**src/rtl/eep_pkg.sv**
```systemverilog
package eep_pkg;
  typedef enum logic [2:0] {
    ST_IDLE, ST_DEV, ST_WADDR, ST_WDATA, ST_CMD, ST_RDATA, ST_RACK, ST_HALT
  } eep_state_e;

  typedef enum logic [1:0] {
    CMD_NONE, CMD_SET_REV, CMD_CLR_REV, CMD_SET_PERM
  } eep_cmd_e;

  localparam logic [3:0] GRP_MEM  = 4'b1010;
  localparam logic [3:0] GRP_LOCK = 4'b0110;
  localparam logic [2:0] LOW_SET  = 3'b001;
  localparam logic [2:0] LOW_CLR  = 3'b011;
endpackage

```
**src/rtl/eep_bus_cond.sv**
```systemverilog
module eep_bus_cond #(
  parameter int unsigned SYNC = 2
) (
  input  logic clk_i,
  input  logic rst_ni,
  input  logic scl_i,
  input  logic sda_i,
  output logic sda_o,
  output logic scl_rise_o,
  output logic scl_fall_o,
  output logic start_o,
  output logic stop_o
);
  logic [SYNC-1:0] scl_sync, sda_sync;
  logic scl_q, sda_q, scl_s;

  always_ff @(posedge clk_i or negedge rst_ni) begin
    if (!rst_ni) begin
      scl_sync <= '1;
      sda_sync <= '1;
      scl_q    <= 1'b1;
      sda_q    <= 1'b1;
    end else begin
      scl_sync <= {scl_sync[SYNC-2:0], scl_i};
      sda_sync <= {sda_sync[SYNC-2:0], sda_i};
      scl_q    <= scl_sync[SYNC-1];
      sda_q    <= sda_sync[SYNC-1];
    end
  end

  assign scl_s      = scl_sync[SYNC-1];
  assign sda_o      = sda_sync[SYNC-1];
  assign scl_rise_o = scl_s & ~scl_q;
  assign scl_fall_o = ~scl_s & scl_q;
  // data edges while clock stays high
  assign start_o    = scl_s & scl_q & sda_q & ~sda_o;
  assign stop_o     = scl_s & scl_q & ~sda_q & sda_o;
endmodule

```
**src/rtl/eep_mem.sv**
```systemverilog
module eep_mem #(
  parameter int unsigned ADDR_W  = 8,
  parameter logic [7:0]  RST_VAL = 8'hFF
) (
  input  logic              clk_i,
  input  logic              rst_ni,
  input  logic              we_i,
  input  logic [ADDR_W-1:0] waddr_i,
  input  logic [7:0]        wdata_i,
  input  logic [ADDR_W-1:0] raddr_i,
  output logic [7:0]        rdata_o
);
  localparam int unsigned DEPTH = 1 << ADDR_W;
  logic [7:0] mem_q [DEPTH];

  always_ff @(posedge clk_i or negedge rst_ni) begin
    if (!rst_ni) begin
      for (int i = 0; i < DEPTH; i++) mem_q[i] <= RST_VAL;
    end else if (we_i) begin
      mem_q[waddr_i] <= wdata_i;
    end
  end

  assign rdata_o = mem_q[raddr_i];
endmodule

```
**src/rtl/eep_wbuf.sv**
```systemverilog
module eep_wbuf #(
  parameter int unsigned PAGE = 16,
  localparam int unsigned PG_W = $clog2(PAGE)
) (
  input  logic            clk_i,
  input  logic            rst_ni,
  input  logic            clr_i,
  input  logic            wr_i,
  input  logic [PG_W-1:0] idx_i,
  input  logic [7:0]      data_i,
  input  logic [PG_W-1:0] rd_idx_i,
  output logic [7:0]      rd_data_o,
  output logic            rd_vld_o
);
  logic [7:0] data_q [PAGE];
  logic [PAGE-1:0] vld_q;

  for (genvar g = 0; g < PAGE; g++) begin : g_ent
    always_ff @(posedge clk_i or negedge rst_ni) begin
      if (!rst_ni) begin
        data_q[g] <= '0;
        vld_q[g]  <= 1'b0;
      end else if (clr_i) begin
        vld_q[g]  <= 1'b0;
      end else if (wr_i && idx_i == PG_W'(g)) begin
        data_q[g] <= data_i;
        vld_q[g]  <= 1'b1;
      end
    end
  end

  assign rd_data_o = data_q[rd_idx_i];
  assign rd_vld_o  = vld_q[rd_idx_i];
endmodule

```
**src/rtl/eep_lock.sv**
```systemverilog
module eep_lock
  import eep_pkg::*;
(
  input  logic     clk_i,
  input  logic     rst_ni,
  input  logic     apply_i,
  input  eep_cmd_e cmd_i,
  input  logic     wp_i,
  output logic     rev_o,
  output logic     perm_o
);
  always_ff @(posedge clk_i or negedge rst_ni) begin
    if (!rst_ni) begin
      rev_o  <= 1'b0;
      perm_o <= 1'b0;
    end else if (apply_i && !wp_i) begin
      case (cmd_i)
        CMD_SET_REV:  rev_o  <= 1'b1;
        CMD_CLR_REV:  if (!perm_o) rev_o <= 1'b0;
        CMD_SET_PERM: perm_o <= 1'b1;
        default: ;
      endcase
    end
  end
endmodule

```
**src/rtl/eep_i2c_slave.sv**
```systemverilog
module eep_i2c_slave
  import eep_pkg::*;
#(
  parameter int unsigned ADDR_W    = 8,
  parameter int unsigned PAGE      = 16,
  parameter int unsigned WR_CYCLES = 1000,
  parameter int unsigned SYNC      = 2
) (
  input  logic       clk_i,
  input  logic       rst_ni,
  input  logic       scl_i,
  input  logic       sda_i,
  output logic       sda_oe_o,
  input  logic [2:0] strap_i,
  input  logic       wp_i
);
  localparam int unsigned PG_W   = $clog2(PAGE);
  localparam int unsigned CNT_W  = $clog2(WR_CYCLES + 1);
  localparam logic [ADDR_W-1:0] ADDR_ONE = {{(ADDR_W-1){1'b0}}, 1'b1};
  localparam logic [PG_W-1:0]   PG_ONE   = {{(PG_W-1){1'b0}}, 1'b1};
  localparam logic [PG_W-1:0]   PG_LAST  = PG_W'(PAGE - 1);
  localparam logic [CNT_W-1:0]  CNT_ONE  = {{(CNT_W-1){1'b0}}, 1'b1};
  localparam logic [CNT_W-1:0]  CNT_LOAD = CNT_W'(WR_CYCLES);

  logic sda_s, scl_rise, scl_fall, start_ev, stop_ev;
  eep_state_e state, nxt_q;
  eep_cmd_e cmd_pend, cmd_sel;
  logic [3:0] bit_cnt;
  logic [7:0] shreg, rd_byte;
  logic ack_ph, mack, wdata_seen;
  logic [ADDR_W-1:0] addr_cnt, mem_waddr;
  logic [ADDR_W-PG_W-1:0] page_base;
  logic [CNT_W-1:0] busy_cnt;
  logic busy, commit_act, blk_wp;
  logic [PG_W-1:0] commit_idx;
  logic buf_wr, buf_clr, buf_vld;
  logic [7:0] buf_q, mem_rdata;
  logic mem_we, rev, perm, lock_q, lock_apply, busy_start, commit_start;
  logic byte_done, mem_hit, lock_hit;

  eep_bus_cond #(.SYNC(SYNC)) u_cond (
    .clk_i, .rst_ni, .scl_i, .sda_i,
    .sda_o(sda_s), .scl_rise_o(scl_rise), .scl_fall_o(scl_fall),
    .start_o(start_ev), .stop_o(stop_ev)
  );

  eep_wbuf #(.PAGE(PAGE)) u_wbuf (
    .clk_i, .rst_ni, .clr_i(buf_clr), .wr_i(buf_wr),
    .idx_i(addr_cnt[PG_W-1:0]), .data_i(shreg),
    .rd_idx_i(commit_idx), .rd_data_o(buf_q), .rd_vld_o(buf_vld)
  );

  eep_mem #(.ADDR_W(ADDR_W)) u_mem (
    .clk_i, .rst_ni, .we_i(mem_we), .waddr_i(mem_waddr), .wdata_i(buf_q),
    .raddr_i(addr_cnt), .rdata_o(mem_rdata)
  );

  eep_lock u_lock (
    .clk_i, .rst_ni, .apply_i(lock_apply), .cmd_i(cmd_pend), .wp_i,
    .rev_o(rev), .perm_o(perm)
  );

  always_comb begin
    cmd_sel = CMD_NONE;
    if (shreg[3:1] == LOW_SET)      cmd_sel = CMD_SET_REV;
    else if (shreg[3:1] == LOW_CLR) cmd_sel = CMD_CLR_REV;
    else if (shreg[3:1] == strap_i) cmd_sel = CMD_SET_PERM;
  end

  assign busy         = (busy_cnt != '0);
  assign byte_done    = scl_fall & ~ack_ph & (bit_cnt == 4'd8) & ~start_ev & ~stop_ev;
  assign mem_hit      = (shreg[7:4] == GRP_MEM) && (shreg[3:1] == strap_i) && !busy;
  assign lock_hit     = (shreg[7:4] == GRP_LOCK) && !busy && (cmd_sel != CMD_NONE);
  assign lock_q       = (cmd_sel == CMD_SET_PERM) ? perm : rev;
  assign buf_wr       = byte_done && (state == ST_WDATA);
  assign buf_clr      = start_ev & ~busy;
  assign commit_start = stop_ev && (state == ST_WDATA) && wdata_seen;
  assign lock_apply   = stop_ev && (state == ST_CMD) && (cmd_pend != CMD_NONE);
  assign busy_start   = commit_start | lock_apply;
  assign mem_waddr    = {page_base, commit_idx};
  assign mem_we       = commit_act & buf_vld & ~blk_wp &
                        ~((rev | perm) & ~mem_waddr[ADDR_W-1]);

  // write cycle timer and one-slot-per-clock commit of the page buffer
  always_ff @(posedge clk_i or negedge rst_ni) begin
    if (!rst_ni) begin
      busy_cnt   <= '0;
      commit_act <= 1'b0;
      commit_idx <= '0;
      blk_wp     <= 1'b0;
    end else begin
      if (busy_start)   busy_cnt <= CNT_LOAD;
      else if (busy)    busy_cnt <= busy_cnt - CNT_ONE;
      if (commit_start) begin
        commit_act <= 1'b1;
        commit_idx <= '0;
        blk_wp     <= wp_i;
      end else if (commit_act) begin
        commit_idx <= commit_idx + PG_ONE;
        if (commit_idx == PG_LAST) commit_act <= 1'b0;
      end
    end
  end

  always_ff @(posedge clk_i or negedge rst_ni) begin
    if (!rst_ni) begin
      state      <= ST_IDLE;
      nxt_q      <= ST_IDLE;
      cmd_pend   <= CMD_NONE;
      bit_cnt    <= '0;
      shreg      <= '0;
      rd_byte    <= '0;
      ack_ph     <= 1'b0;
      mack       <= 1'b0;
      wdata_seen <= 1'b0;
      addr_cnt   <= '0;
      page_base  <= '0;
      sda_oe_o   <= 1'b0;
    end else if (start_ev || stop_ev) begin
      state      <= start_ev ? ST_DEV : ST_IDLE;
      bit_cnt    <= '0;
      ack_ph     <= 1'b0;
      sda_oe_o   <= 1'b0;
      cmd_pend   <= CMD_NONE;
      wdata_seen <= 1'b0;
    end else begin
      case (state)
        ST_DEV, ST_WADDR, ST_WDATA, ST_CMD: begin
          if (scl_rise && !ack_ph && bit_cnt != 4'd8) begin
            shreg   <= {shreg[6:0], sda_s};
            bit_cnt <= bit_cnt + 4'd1;
          end
          if (byte_done) begin
            ack_ph <= 1'b1;
            case (state)
              ST_DEV: begin
                if (mem_hit) begin
                  sda_oe_o <= 1'b1;
                  nxt_q    <= shreg[0] ? ST_RDATA : ST_WADDR;
                end else if (lock_hit && !shreg[0] && !wp_i) begin
                  sda_oe_o <= 1'b1;
                  cmd_pend <= cmd_sel;
                  nxt_q    <= ST_CMD;
                end else if (lock_hit && shreg[0] && !lock_q) begin
                  sda_oe_o <= 1'b1;
                  nxt_q    <= ST_HALT;
                end else begin
                  ack_ph <= 1'b0;
                  state  <= ST_HALT;
                end
              end
              ST_WADDR: begin
                sda_oe_o <= 1'b1;
                addr_cnt <= shreg[ADDR_W-1:0];
                nxt_q    <= ST_WDATA;
              end
              ST_WDATA: begin
                sda_oe_o   <= 1'b1;
                wdata_seen <= 1'b1;
                if (!wdata_seen) page_base <= addr_cnt[ADDR_W-1:PG_W];
                addr_cnt   <= {addr_cnt[ADDR_W-1:PG_W], addr_cnt[PG_W-1:0] + PG_ONE};
                nxt_q      <= ST_WDATA;
              end
              default: begin
                sda_oe_o <= 1'b1;
                nxt_q    <= ST_CMD;
              end
            endcase
          end else if (scl_fall && ack_ph) begin
            ack_ph  <= 1'b0;
            bit_cnt <= '0;
            state   <= nxt_q;
            if (nxt_q == ST_RDATA) begin
              rd_byte  <= mem_rdata;
              sda_oe_o <= ~mem_rdata[7];
            end else begin
              sda_oe_o <= 1'b0;
            end
          end
        end
        ST_RDATA: begin
          if (scl_rise) begin
            bit_cnt <= bit_cnt + 4'd1;
          end else if (scl_fall) begin
            if (bit_cnt == 4'd8) begin
              sda_oe_o <= 1'b0;
              addr_cnt <= addr_cnt + ADDR_ONE;
              bit_cnt  <= '0;
              state    <= ST_RACK;
            end else begin
              sda_oe_o <= ~rd_byte[6];
              rd_byte  <= {rd_byte[6:0], 1'b0};
            end
          end
        end
        ST_RACK: begin
          if (scl_rise) begin
            mack    <= ~sda_s;
            bit_cnt <= 4'd1;
          end else if (scl_fall && bit_cnt == 4'd1) begin
            bit_cnt <= '0;
            if (mack) begin
              rd_byte  <= mem_rdata;
              sda_oe_o <= ~mem_rdata[7];
              state    <= ST_RDATA;
            end else begin
              state <= ST_HALT;
            end
          end
        end
        default: ;
      endcase
    end
  end
endmodule

```
**config.mk**
```make
export PLATFORM = sky130hd
export DESIGN_NAME = eep_i2c_slave
export DESIGN_NICKNAME = d
export VERILOG_FILES = /design/src/rtl/eep_pkg.sv /design/src/rtl/eep_bus_cond.sv /design/src/rtl/eep_mem.sv /design/src/rtl/eep_wbuf.sv /design/src/rtl/eep_lock.sv /design/src/rtl/eep_i2c_slave.sv
export SDC_FILE = /design/constraint.sdc
export NUM_CORES = 2
export LEC_CHECK = 0
export ABC_AREA = 1
export ABC_CLOCK_PERIOD_IN_PS = 3100
export BUFFER_PORTS_ARGS = -buffer_cell sky130_fd_sc_hd__buf_2
export CORE_ASPECT_RATIO = 1.75
export CORE_MARGIN = 1
export CORE_UTILIZATION = 45
export DETAILED_ROUTE_END_ITERATION = 10
export PLACE_DENSITY = 0.63
export SLEW_MARGIN = 15
export SYNTH_ARGS = -nofsm -noshare
export SYNTH_HDL_FRONTEND = slang
export SYNTH_SLANG_ARGS = --single-unit
```
**constraint.sdc**
```tcl
create_clock -name clk_i -period 3.1 [get_ports clk_i]
set_input_delay 0.775 -clock clk_i [delete_from_list [all_inputs] [get_ports clk_i]]
set_output_delay 0.775 -clock clk_i [all_outputs]
set_load 0.005 [all_outputs]
```
### Yosys cells after proc, flatten, opt, wreduce, memory -nomap -nowiden

Index checks and enable logic that the tools add are counted.

| operators by class | value |
|---|---|
| add/subtract/negate cells | 5 |
| reductions and logical operators | 106 |
| equality and inequality tests | 67 |
| $lt $le $gt $ge | 5 |
| mux-type cells | 135 |
| bitwise logic cells | 37 |

Operator list:

| kind | count |
|---|---|
| $bwmux W2048 | 1 |
| $mux W8 | 9 |
| $mux W1 | 65 |
| $bmux W8 S8 | 1 |
| $demux W8 S8 | 1 |
| $mux W7 | 9 |
| $reduce_bool A2 Y1 | 27 |
| $mux W3 | 16 |
| $eq A4 B4 Y1 const B | 11 |
| $mux W4 | 11 |
| $ne A4 B4 Y1 const B | 10 |
| $reduce_and A2 Y1 | 18 |
| $logic_and A1 B1 Y1 | 35 |
| $bmux W8 S4 | 1 |
| $pmux W8 S2 | 2 |
| $ne A2 B2 Y1 const B | 14 |
| $reduce_and A11 Y1 | 2 |
| $ne A3 B3 Y1 const B | 7 |
| $pmux W7 S3 | 1 |
| $eq A4 B3 Y1 const B | 5 |
| $mux W10 | 2 |
| $mux W2 | 10 |
| $ge A9 B9 Y1 const B | 2 |
| $not A8 Y9 | 2 |
| other kinds (39) | 93 |

| word-level totals | value |
|---|---|
| logic and storage cells | 666 |
| output and inout bits | 1 |
| register bits | 2259 |

### Logic depth before layout (Yosys ltp)

| logic depth | value |
|---|---|
| depth after elaboration | 15 |
| depth in mapped cells | 19 |
| depth with buffers taken out | 16 |

### Cells and area by module

A second synthesis with hierarchy kept.

| unflattened totals | value |
|---|---|
| cell total of the unflattened synthesis | 13013 |
| area total of the unflattened synthesis | 105926.6 um^2 |

By module, submodules not included:

| module | area each (um^2) | sequential area each (um^2) | cells an instance | instances |
|---|---|---|---|---|
| eep_mem | 95033.6 | 53811.6 | 11567 | 1 |
| eep_wbuf | 6906.6 | 3603.5 | 924 | 1 |
| eep_i2c_slave | 3664.8 | 1476.4 | 487 | 1 |
| eep_bus_cond | 198.9 | 157.7 | 17 | 1 |
| eep_lock | 122.6 | 50.0 | 18 | 1 |

### Worst setup path before layout

No wires, ideal clock.

| timing | value |
|---|---|
| kind | register to register |
| start point | register commit_idx[0] |
| end point | register u_mem.mem_q[1198] (netlist bit) |
| setup slack | 0.597 ns |
| stages on the path, launching flop included | 11 |
| arrival time | 2.424 ns |
| clock period less this slack | 2.503 ns |
| data required time | 3.021 ns |
| buffers on the path | 4 |
| cell sequence | dfrtp_1 inv_2 buf_2 clkbuf_1 ha_1 inv_1 nor2_1 buf_1 nand2_1 buf_2 o21ai_0 |

| on the way | value |
|---|---|
| word-level cells in the longest chain between the ends | 6 |
| elaborated cells on any way between the ends | 16 |

Ends and longest elaborated chain:

| item | line | RTL |
|---|---|---|
| start, declared | eep_i2c_slave.sv:35 | `logic [PG_W-1:0] commit_idx;` |
| start signal, assigned | eep_i2c_slave.sv:99 | `commit_idx <= commit_idx + PG_ONE;` |
| $not A8 Y9 (not written as such) | eep_mem.sv:20 | `mem_q[waddr_i] <= wdata_i;` |
| $ge A9 B9 Y1 (not written as such) / $lt A9 B1 Y1 (equally long branches) | eep_mem.sv:20 |  |
| $logic_and A1 B1 Y1 (not written as such) | eep_mem.sv:20 |  |
| $mux W8 (not written as such) | eep_mem.sv:20 |  |
| $demux W8 S8 | eep_mem.sv:20 |  |
| $bwmux W2048 | eep_mem.sv:20 |  |
| end signal, assigned by index | eep_mem.sv:20 |  |
| end, declared | eep_mem.sv:14 | `logic [7:0] mem_q [DEPTH];` |

Parallel ways exist; a longest one is shown, timed or not. The select of a mux whose other input is x is not followed.
A chain may end at the register's enable or synchronous reset.

### Worst setup path after layout

| timing | value |
|---|---|
| start point | register addr_cnt[1] |
| end point | register rd_byte[4] |

| on the way | value |
|---|---|
| word-level cells in the longest chain between the ends | 8 |
| elaborated cells on any way between the ends | 11 |

Ends and longest elaborated chain:

| item | line | RTL |
|---|---|---|
| start, declared | eep_i2c_slave.sv:31 | `logic [ADDR_W-1:0] addr_cnt, mem_waddr;` |
| start signal, assigned | eep_i2c_slave.sv:154 | `addr_cnt <= shreg[ADDR_W-1:0];` |
| start signal, assigned | eep_i2c_slave.sv:161 | `addr_cnt <= {addr_cnt[ADDR_W-1:PG_W], addr_cnt[PG_W-1:0] + PG_ONE};` |
| start signal, assigned | eep_i2c_slave.sv:187 | `addr_cnt <= addr_cnt + ADDR_ONE;` |
| $not A8 Y9 (not written as such) * | eep_mem.sv:24 | `assign rdata_o = mem_q[raddr_i];` |
| $bmux W8 S8 * | eep_mem.sv:24 |  |
| $mux W8 (not written as such) * (2 in a row) | eep_mem.sv:24 |  |
| $mux W7, on equally long branches | eep_i2c_slave.sv:202, eep_i2c_slave.sv:173 |  |
| $mux W7, on equally long branches | eep_i2c_slave.sv:200, eep_i2c_slave.sv:169 |  |
| $mux W7, on equally long branches | eep_i2c_slave.sv:197, eep_i2c_slave.sv:133 |  |
| $pmux W7 S3 * | eep_i2c_slave.sv:127 | `case (state)` |
| end signal, assigned | eep_i2c_slave.sv:174 | `rd_byte <= mem_rdata;` |
| end signal, assigned | eep_i2c_slave.sv:192 | `rd_byte <= {rd_byte[6:0], 1'b0};` |
| end signal, assigned | eep_i2c_slave.sv:203 | `rd_byte <= mem_rdata;` |
| end, declared | eep_i2c_slave.sv:29 | `logic [7:0] shreg, rd_byte;` |

Mark *: on every way between the ends. The rest lies on a longest branch, timed or not. The select of a mux whose other input is x is not followed.

==> out/results.txt <==
Leading area contributor after synthesis: dfstp_2
Starting Density: 0.454
Vias: 88200
Synth Area in Compound Gates: 0.195
Critical path type: reg -> reg
Async set or reset register ratio after synthesis: 1.00
Total routed wirelength: 348000 um
GPL Wtd Cong: 0.926
Yosys cell types: 45
CP delay by family, top: simple AND/OR/NAND/NOR gates
VDD IR-drop max: 0.000544 V
Min-delay src: wp_i
Clock Tree Buf Depth: 4
Die H: 637 um
Top FF cell, synth: dfstp_2
Pre-antenna DRT Iters: 8
Synthesized instance count: 12300
Yosys reg bits: 2259
FP Rows: 232
Antenna-violating nets left: 0
Share of cells above drive strength 1: 0.247
Setup Skew: 0.0652 ns
Seq/Total Area, Yosys: 0.570
Synth Net Count: 12300
Die W: 365 um
Boundary pin count: 9
Hold WC Path Type: in -> reg
Initial drt markers: 8843
Synth top area cells: dfstp_2 (52%), o21ai_0 (16%), nand2_1 (12%)
Total Die Area: 0.233 mm^2
Clk slew on worst S/H paths: 0.07 ns
Leading cell types by count after synthesis: o21ai_0 (3277), nand2_1 (3250), dfstp_2 (2054)
EDFF count, synth: 0
Worst Setup End Kind: register
Grt total ovfl: 0
Placed instance area: 0.109 mm^2
Critical path buffers and inverters: 3
Fillers: 21500
Least-Margin Pin Slew: 0.891 ns
Critical Path Start: addr_cnt[1]
CTS root buffer: clkbuf_16
CP Data Required Time: 3.88 ns
Crit share post-route: 0.999
Initial antenna violation count: 8
Yosys synthesis warning count: 0
CP Launch Type: register
CTS Buf Count: 211
Critical Path AT: 3.87 ns
Cell Chain, Critical Path: buf_12 -> buf_12 -> buf_12 -> nor2_1 -> o21ai_0 -> o21ai_0 -> a21oi_1 -> nand4_1 -> nand3_1 -> nand3_1 -> nand3_1 -> nand3_1 -> nand2_1 -> nand2_1
CTS tree: yes
PortBufs: 8
Top cell type's share of synthesized area: 0.520
Max Fclk: 323 MHz
H-tree depth: 4
Final min period: 3.10 ns
Final hold vios: 0
Core area: 0.229 mm^2
Clock sink total: 2259
Max_cap viols: 0
CP max stage delay: 0.50 ns
Vias/cell: 5.80
Pin count of the biggest net entering global routing: 139
Post-synthesis mux area share: 0
Final instance area: 0.116 mm^2
First-pass GRT wire length: 532000 um
Final nets: 12000
Pwr per Cell Area: 684 mW/mm^2
Worst r2r src: addr_cnt[1]
Crit path top cell by count: nand3_1
Run status: complete, no violations
Clk Latency, worst-skew pair: 0.89 ns
Largest family of logic cells by synthesized area: compound AO/OA/AOI/OAI gates
Routed len/inst: 22.9 um
DRC Markers: 0
# setup viols final: 0
Setup TNS: 0 ns
Most frequent cell after synthesis: o21ai_0
Worst-path maximum fanout: 47
Mapped Area: 0.104 mm^2
XOR/XNOR Fraction of Synth Area: 0.000844
Post-Synth Adder-Cell Area: 0.00193
Hpwl dp: 222000 um
Slew Limit Fails: 0
GR Util All Layers: 0.296
Syn_area_per_cell: 8.43 um^2
RSZ-0062 raised after global routing: yes
Area delta synth->final: 12.3%
Slowest CP cell: dfrtp_4
P_leak: 42.6 nW
Max_slew headroom: 0.405
Number of global-route vias before repair: 87100
Simple-gate share of the synthesized area: 0.187
[area by class of cell]
class | instances | area, um^2 | share of cell area
multi-input cells | 8870 | 40300 | 0.346
clock inverters | 79 | 913 | 0.00784
inverters | 186 | 748 | 0.00642
repair buffers | 452 | 5400 | 0.0464
diodes | 5 | 12.5 | 0.000107
well taps | 3042 | 3810 | 0.0327
flip-flops and latches | 2259 | 59100 | 0.507
clock buffers | 299 | 6180 | 0.0530
[power breakdown]
| group | total [mW] | leakage (nW) | internal, mW | switching, mW |
|---|---|---|---|---|
| logic | 22.3 | 15.1 | 6.80 | 15.5 |
| clock network | 27.2 | 3.51 | 15.4 | 11.7 |
| registers | 30.1 | 24.0 | 29.9 | 0.278 |
| total | 79.6 | 42.6 | 52.1 | 27.5 |
[state kept, by name, summed over array words and instances, names as in the netlist, 2 cells and up]
name,count
addr_cnt,8
shreg,8
nxt_q,3
state,3
u_mem.mem_q,2048
bit_cnt,4
u_cond.sda_sync,2
u_wbuf.data_q,128
u_wbuf.vld_q,16
commit_idx,4
page_base,4
cmd_pend,2
u_cond.scl_sync,2
busy_cnt,10
rd_byte,7
[worst reg2reg max path, stage by stage, from the launching register on]
cell     delay [ns]
dfrtp_4        0.50
buf_12         0.15
buf_12         0.24
buf_12         0.35
nor2_1         0.08
o21ai_0        0.17
o21ai_0        0.19
a21oi_1        0.27
nand4_1        0.19
nand3_1        0.18
nand3_1        0.34
nand3_1        0.17
nand3_1        0.08
nand2_1        0.06
nand2_1        0.04
[worst paths after layout]
check,end,slack [ns],depth (start not counted)
max,rd_byte[4],0.004,14
min,blk_wp,0.24,3
max reg2reg,rd_byte[4],0.004,14
min reg2reg,u_cond.sda_sync[1],0.37,0
max in group asynchronous,u_mem.mem_q[1355],1.44,4
min in group asynchronous,u_wbuf.data_q[59],0.41,2
[through the flow]
| stage | power, mW | util | std cells | setup slack (ns) | hold WS [ns] |
|---|---|---|---|---|---|
| floorplan | 42.5 | - | 12300 | 0.597 | 0.345 |
| global placement | 52.0 | 0.476 | 14800 | -0.187 | 0.358 |
| detailed placement | 52.1 | 0.476 | 14800 | -0.229 | 0.365 |
| CTS | 79.4 | 0.507 | 15200 | 0.0113 | 0.207 |
| global route | 82.6 | 0.509 | 15200 | -0.0741 | 0.254 |
| finish | 79.6 | 0.509 | 15200 | 0.00385 | 0.240 |
[cells in the final DEF, fill, tap and decap left out, types with 4 or more instances in the layout]
master	Yosys	layout
o21ai_0	3277	3271
nand2_1	3250	3196
dfstp_2	2054	2054
nor2_1	1326	1304
o22ai_1	406	406
buf_4	9	280
clkbuf_16	0	219
dfrtp_1	205	201
nand3_1	185	177
inv_1	174	172
buf_12	0	149
a21oi_1	114	112
nand4_1	97	97
o21ai_1	77	83
nand2_2	15	69
clkbuf_8	0	48
clkinv_2	0	46
clkbuf_1	732	36
nor2_4	7	28
nor3_1	21	21
bufinv_16	0	19
ha_1	16	16
nand2_4	11	10
a22o_1	9	9
clkinvlp_4	0	9
nand3_2	0	8
a221oi_4	0	7
nor4_4	7	7
buf_2	181	7
inv_2	8	6
xnor2_1	6	6
a31oi_1	6	6
diode_2	0	5
nor2_2	4	5
inv_6	0	5
a211oi_1	5	5
buf_6	13	5
nor4_1	4	4
xor2_1	4	4
[cells by family (layout without fill, tap and decap cells)]
logic type               Yosys count  count (layout)
AO/OA/AOI/OAI                   3912            3912
XOR/XNOR                          10              10
adder cells (fa/ha/maj)           16              16
buffers and inverters           1178            1016
flip-flops                      2259            2259
other                              0               5
AND/OR/NAND/NOR                 4932            4932
[what timing repair did]
item / in CTS / in global routing
hold endpoints to repair: 7 / 0
endpoints found under the setup margin: 112 / 617
cloned: 0 / 4
pin swaps: 2 / 13
gates resized for setup: 5 / 87
setup buffers: 3 / 12
hold buffers: 3 / 0
[per-layer routing]
layer	part of all wire	up-vias	global-route usage	wire length, um
met1	0.38	43500	0.352	132000
li1	-	40300	-	-
met3	0.062	965	0.0419	21600
met5	0	-	0	0
met2	0.49	3381	0.498	169000
met4	0.073	0	0.196	25400
Note: power is estimated with default switching activity, not from simulation.
